## config.mk

```make
export PLATFORM = sky130hd
export DESIGN_NAME = stage_dither_seq
export DESIGN_NICKNAME = d
export VERILOG_FILES = /design/src/rtl/stage_dither_pkg.sv /design/src/rtl/dither_frame_ctr.sv /design/src/rtl/dither_phase_acc.sv /design/src/rtl/dither_stage_enc.sv /design/src/rtl/stage_dither_seq.sv
export SDC_FILE = /design/constraint.sdc
export NUM_CORES = 1
export LEC_CHECK = 0
export ABC_CLOCK_PERIOD_IN_PS = 3600
export CORE_ASPECT_RATIO = 1.1
export CORE_MARGIN = 1.5
export CORE_UTILIZATION = 51
export CTS_BUF_LIST = sky130_fd_sc_hd__clkbuf_16
export DETAILED_ROUTE_END_ITERATION = 10
export HOLD_SLACK_MARGIN = 0.15
export PLACE_DENSITY = 0.76
export SKIP_LAST_GASP = 1
export SYNTH_ARGS = -nofsm -noshare
export SYNTH_HDL_FRONTEND = slang
export SYNTH_SLANG_ARGS = --single-unit
```

## constraint.sdc

```tcl
create_clock -name clk_i -period 3.6 [get_ports clk_i]
set_input_delay 0.54 -clock clk_i [delete_from_list [all_inputs] [get_ports clk_i]]
set_output_delay 0.54 -clock clk_i [all_outputs]
set_load 0.01 [all_outputs]
```

## src/rtl/stage_dither_pkg.sv

```systemverilog
package stage_dither_pkg;
  localparam int unsigned DITH_FRAC_W   = 5;
  localparam int unsigned DITH_SEL_W    = 3;
  localparam int unsigned DITH_BASE     = 17;
  localparam int unsigned DITH_STEP     = 2;

  function automatic int unsigned max_stages(input int unsigned base, input int unsigned sel_w);
    return base + DITH_STEP * ((1 << sel_w) - 1) + DITH_STEP;
  endfunction
endpackage

```

## src/rtl/dither_frame_ctr.sv

```systemverilog
module dither_frame_ctr #(
  parameter int unsigned FRAC_W = 5
) (
  input  logic              clk_i,
  input  logic              rst_ni,
  output logic              first_o,
  output logic              last_o
);
  localparam logic [FRAC_W-1:0] CNT_MAX = {FRAC_W{1'b1}};

  logic [FRAC_W-1:0] cnt_q;

  always_ff @(posedge clk_i or negedge rst_ni) begin
    if (!rst_ni) cnt_q <= '0;
    else         cnt_q <= cnt_q + 1'b1;
  end

  assign first_o = (cnt_q == '0);
  assign last_o  = (cnt_q == CNT_MAX);

  AST_CNT_STEP: assert property (@(posedge clk_i) disable iff (!rst_ni)
    (cnt_q != '0) |-> (cnt_q == $past(cnt_q) + 1'b1));
endmodule

```

## src/rtl/dither_phase_acc.sv

```systemverilog
module dither_phase_acc #(
  parameter int unsigned FRAC_W = 5
) (
  input  logic              clk_i,
  input  logic              rst_ni,
  input  logic              restart_i,
  input  logic              last_i,
  input  logic [FRAC_W-1:0] frac_i,
  output logic              carry_o
);
  logic [FRAC_W-1:0] acc_q;
  logic [FRAC_W:0]   sum;

  // frame start reseeds the phase so each frame yields exactly frac carries
  always_comb sum = {1'b0, (restart_i ? '0 : acc_q)} + {1'b0, frac_i};

  always_ff @(posedge clk_i or negedge rst_ni) begin
    if (!rst_ni) acc_q <= '0;
    else         acc_q <= sum[FRAC_W-1:0];
  end

  assign carry_o = sum[FRAC_W];

  AST_ACC_WRAP_ZERO: assert property (@(posedge clk_i) disable iff (!rst_ni)
    last_i |=> (acc_q == '0));
endmodule

```

## src/rtl/dither_stage_enc.sv

```systemverilog
module dither_stage_enc #(
  parameter int unsigned SEL_W = 3,
  parameter int unsigned BASE  = 17,
  parameter int unsigned STEP  = 2,
  parameter int unsigned STG_W = 6
) (
  input  logic [SEL_W-1:0] sel_i,
  input  logic             long_i,
  output logic [STG_W-1:0] stages_o
);
  localparam int unsigned N_SEL = 1 << SEL_W;

  logic [STG_W-1:0] nom_tab [N_SEL];

  for (genvar g = 0; g < N_SEL; g++) begin : g_nom
    assign nom_tab[g] = STG_W'(BASE + STEP * g);
  end

  assign stages_o = nom_tab[sel_i] + (long_i ? STG_W'(STEP) : '0);
endmodule

```

## src/rtl/stage_dither_seq.sv

```systemverilog
module stage_dither_seq
  import stage_dither_pkg::*;
#(
  parameter int unsigned FRAC_W = DITH_FRAC_W,
  parameter int unsigned SEL_W  = DITH_SEL_W,
  parameter int unsigned BASE   = DITH_BASE,
  localparam int unsigned TRIM_W = FRAC_W + SEL_W,
  localparam int unsigned STG_W  = $clog2(max_stages(BASE, SEL_W) + 1)
) (
  input  logic              clk_i,
  input  logic              rst_ni,
  input  logic [TRIM_W-1:0] trim_i,
  output logic [STG_W-1:0]  stages_o,
  output logic              frame_o
);
  localparam int unsigned MAX_ST = max_stages(BASE, SEL_W);

  logic              first, last, carry;
  logic [SEL_W-1:0]  sel_q, sel_eff;
  logic [FRAC_W-1:0] frac_q, frac_eff;
  logic [STG_W-1:0]  stages_d;

  dither_frame_ctr #(.FRAC_W(FRAC_W)) u_ctr (
    .clk_i(clk_i), .rst_ni(rst_ni), .first_o(first), .last_o(last)
  );

  // trim is honoured only at frame start
  assign sel_eff  = first ? trim_i[TRIM_W-1:FRAC_W] : sel_q;
  assign frac_eff = first ? trim_i[FRAC_W-1:0]      : frac_q;

  always_ff @(posedge clk_i or negedge rst_ni) begin
    if (!rst_ni) begin
      sel_q  <= '0;
      frac_q <= '0;
    end else if (first) begin
      sel_q  <= trim_i[TRIM_W-1:FRAC_W];
      frac_q <= trim_i[FRAC_W-1:0];
    end
  end

  dither_phase_acc #(.FRAC_W(FRAC_W)) u_acc (
    .clk_i(clk_i), .rst_ni(rst_ni), .restart_i(first), .last_i(last),
    .frac_i(frac_eff), .carry_o(carry)
  );

  dither_stage_enc #(.SEL_W(SEL_W), .BASE(BASE), .STEP(DITH_STEP), .STG_W(STG_W)) u_enc (
    .sel_i(sel_eff), .long_i(carry), .stages_o(stages_d)
  );

  always_ff @(posedge clk_i or negedge rst_ni) begin
    if (!rst_ni) begin
      stages_o <= STG_W'(BASE);
      frame_o  <= 1'b0;
    end else begin
      stages_o <= stages_d;
      frame_o  <= first;
    end
  end

  AST_STAGE_RANGE: assert property (@(posedge clk_i) disable iff (!rst_ni)
    (stages_o >= STG_W'(BASE)) && (stages_o <= STG_W'(MAX_ST)));
  AST_STAGE_ODD: assert property (@(posedge clk_i) disable iff (!rst_ni)
    stages_o[0]);
  AST_FRAME_SPACING: assert property (@(posedge clk_i) disable iff (!rst_ni)
    frame_o |=> !frame_o);
  AST_TRIM_HOLD: assert property (@(posedge clk_i) disable iff (!rst_ni)
    !first |=> $stable({sel_q, frac_q}));
endmodule

```

==> impl_metrics.csv, run 1 <==
group,metric,value,unit
placement,dp_hpwl,1160,um
cts,cts_hold_buf,0,
synth,ys_warn_count,0,
die,fp-row-count,17,
global_route,grt_use_total,0.167,
worst_setup_path,slowest_stage,"dfrtp_1",
worst_setup_path,critPathKind,"flip-flop to flip-flop",
die,die-height,51.1,um
worst_setup_path,crit_top_cell,"ha_1",
final_layout,fillers,146,
sta,hold_ws,0.477,ns
worst_setup_path,worst_ep_required_time,3.74,ns
global_route,antenna_found_initial,0,
drt,drt-total-wl,1640,um
cts,cts.path.max_buffers,2,
synth,ys_seq_elements,24,
sta,hold_viol_final,0,
cts,post_cts_buffers,0,
drt,ant_nets,0,
sta,slew_headroom,0.293,
cts,cts_buffers,3,
synth,synth_cells,80,
pwr,p_clk_frac,0.351,
synth,ys_types,24,
cts,cts_root_buf,"clkbuf_16",
die,core,2000,sq um
sta,grt_setup_unrepaired,"false",
drt,post-route-drc-count,0,
sta,slew_viol_final,0,
cts,cts_tree,"done",
die,die_w,46.8,um
cts,cts.repair.resized,0,
cts,clock-sinks,24,
sta,fmax,0.325,GHz
sta,finalCritPeriodShare,0.855,
pwr,leakage,0.619,nW
worst_setup_path,end_kind,"flip-flop",
final_layout,antenna_cells,0,
synth,netlist_area,1070,sq um
global_route,overflow,0,
sta,fin_crit,3.08,ns
cts,htreeDepth,1,
sta,setup_viol_count_final,0,
pwr,pwr-share-seq,0.375,
final_layout,drive_gt1_frac,0.143,
cts,insertion_delay,0.25,ns
pwr,totalPowerFinal,0.886,mW
min_path,hold_path.class,"flip-flop to flip-flop",
final_layout,final_util,0.677,
global_route,grt_pass1_vias,629,
synth,avgSynthCellArea,13.4,sq um
die,start_util,0.538,
status,status,"finished, final reports clean",
pwr,p_int,0.667,mW
pwr,peakVddDrop,0.000452,V
pwr,switching_share,0.247,
drt,vias,613,
job,maxCapViolations,0,
global_route,grt_first_pass_wirelength,2750,um
global_route,grt_max_degree,25,
sta,skew,0.00267,ns
synth,ys_seq_area_frac,0.560,
placement,port_buffers,15,
synth,syn_nets,101,
drt,wl_per_cell,13.0,um
drt,drt-pass1-iter-count,4,
worst_setup_path,cp_cell_sequence,"inv_1 > ha_1 > nor4b_4 > buf_4 > nand2b_1 > inv_1 > ha_1 > a211o_1 > o211ai_1 > a21oi_1 > ha_1 > ha_1 > ha_1",
die,ios,17,
pwr,p_switching,0.219,mW
final_layout,area_growth,26.0,%
sta,fin_tns_setup,0,ns
worst_setup_path,path_max_fanout,11,
worst_setup_path,cp_slowest_stage_delay,0.39,ns
worst_setup_path,arrival,3.22,ns
pwr,p_comb_frac,0.274,
die,die_area,2390,sq um
cts,clkTransAtPathRegs,0.06,ns
sta,tightest_slew,1.06,ns
drt,drt_iter0_markers,6,
drt,routed_via_density,4.87,
worst_setup_path,crit_path_start_kind,"flip-flop",
placement,gp_congestion,0.728,
final_layout,fin_nets,120,
pwr,p_per_area,655,nW/um^2
[synthesized netlist by cell type]
master | number | area [sq um]
dfrtp_1 | 23 | 576
ha_1 | 10 | 125
mux2_2 | 7 | 78.8
inv_1 | 6 | 22.5
nor2_1 | 5 | 18.8
and2b_1 | 4 | 30.0
xnor2_1 | 4 | 35.0
a21oi_1 | 2 | 10.0
nand2b_1 | 2 | 12.5
nand3_1 | 2 | 10.0
xor2_1 | 2 | 17.5
a211o_1 | 1 | 8.76
and3_1 | 1 | 6.26
buf_4 | 1 | 7.51
buf_6 | 1 | 11.3
conb_1 | 1 | 3.75
dfstp_2 | 1 | 26.3
fa_1 | 1 | 20.0
mux2i_1 | 1 | 10.0
nand2_1 | 1 | 3.75
nor4b_4 | 1 | 23.8
o211ai_1 | 1 | 7.51
o21ai_0 | 1 | 5.00
o21ai_1 | 1 | 5.00
[routing by layer]
metal | wire length [um] | part of all wire | track usage | up-vias
li1 | - | - | - | 300
met1 | 745 | 0.45 | 0.225 | 300
met2 | 836 | 0.51 | 0.258 | 11
met3 | 46 | 0.028 | 0.0424 | 2
met4 | 13 | 0.0079 | 0.0556 | 0
met5 | 0 | 0 | 0 | -
[area by class of cell]
cell class / instances / area (sq um) / area share
Inverter: 6 / 22.5 / 0.0166
Multi-Input combinational cell: 48 / 432 / 0.319
Tap cell: 28 / 35.0 / 0.0259
Sequential cell: 24 / 602 / 0.445
Clock buffer: 3 / 75.1 / 0.0555
Clock inverter: 1 / 30.0 / 0.0222
Timing Repair Buffer: 16 / 158 / 0.116
[final timing paths]
check	depth (start not counted)	startpoint	endpoint	slack, ns
max	13	u_ctr.cnt_q[0]$_DFF_PN0_	stages_o[3]$_DFF_PN0_	0.52
min	1	u_ctr.cnt_q[0]$_DFF_PN0_	u_ctr.cnt_q[0]$_DFF_PN0_	0.48
max reg2reg	13	u_ctr.cnt_q[0]$_DFF_PN0_	stages_o[3]$_DFF_PN0_	0.52
min reg2reg	1	u_ctr.cnt_q[0]$_DFF_PN0_	u_ctr.cnt_q[0]$_DFF_PN0_	0.48
max in group asynchronous	1	rst_ni	frac_q[1]$_DFF_PN0_	2.10
min in group asynchronous	1	rst_ni	u_ctr.cnt_q[2]$_DFF_PN0_	0.86
[cell usage in the layout (no fill, tap or decap), drive strengths merged]
cell	netlist	final
dfrtp	23	23
clkdlybuf4s50	0	15
ha	10	10
mux2	7	7
inv	6	6
nor2	5	5
and2b	4	4
xnor2	4	4
clkbuf	0	3
nand2b	2	2
a21oi	2	2
nand3	2	2
xor2	2	2
o21ai	2	2
nor4b	1	1
mux2i	1	1
a211o	1	1
o211ai	1	1
and3	1	1
nand2	1	1
fa	1	1
conb	1	1
bufinv	0	1
buf	2	1
dfstp	1	1
[state kept, by name, summed over array words and instances, names as in the netlist]
name and flops:
u_acc.acc_q 5, frac_q 5, sel_q 3, u_ctr.cnt_q 5, frame_o 1, stages_o 5
[worst max-delay path: cells and delay by family (launching register included)]
| family | cells | cell delay [ns] |
|---|---|---|
| AO/OA/AOI/OAI | 3 | 0.51 |
| adder cells (fa/ha/maj) | 5 | 1.09 |
| buffers and inverters | 3 | 0.40 |
| flip-flops | 1 | 0.39 |
| AND/OR/NAND/NOR | 2 | 0.55 |
[power by group through the flow]
stage / registers [mW] / clock network, mW / logic, mW
2_1_floorplan: 0.344 / 0 / 0.155
4_1_cts: 0.334 / 0.316 / 0.247
6_report: 0.332 / 0.311 / 0.242
3_3_place_gp: 0.336 / 0 / 0.233
3_5_place_dp: 0.339 / 0 / 0.243
5_1_grt: 0.336 / 0.330 / 0.273
[kinds of logic after synthesis]
group / share of synthesized area
other cells: 0.00349
buf+inv: 0.0384
fa+ha+maj: 0.135
xor+xnor: 0.0489
mux: 0.0827
flops: 0.560
compound gates: 0.0338
simple gates: 0.0978
[through the flow]
step / cell area [sq um] / std cells / setup WS [ns]
2_1_floorplan: 1070 / 80 / 0.656
3_3_place_gp: 1250 / 122 / 0.589
3_5_place_dp: 1250 / 122 / 0.509
4_1_cts: 1350 / 126 / 0.483
5_1_grt: 1350 / 126 / 0.312
6_report: 1350 / 126 / 0.522
(Power assumes the default switching activity.)
==> inputs of run 2 (changes only) <==
- SKIP_CTS_REPAIR_TIMING: unset -> 1
==> results of run 2 <==
The final DEF is identical to that of run 1; final timing and power are the same.
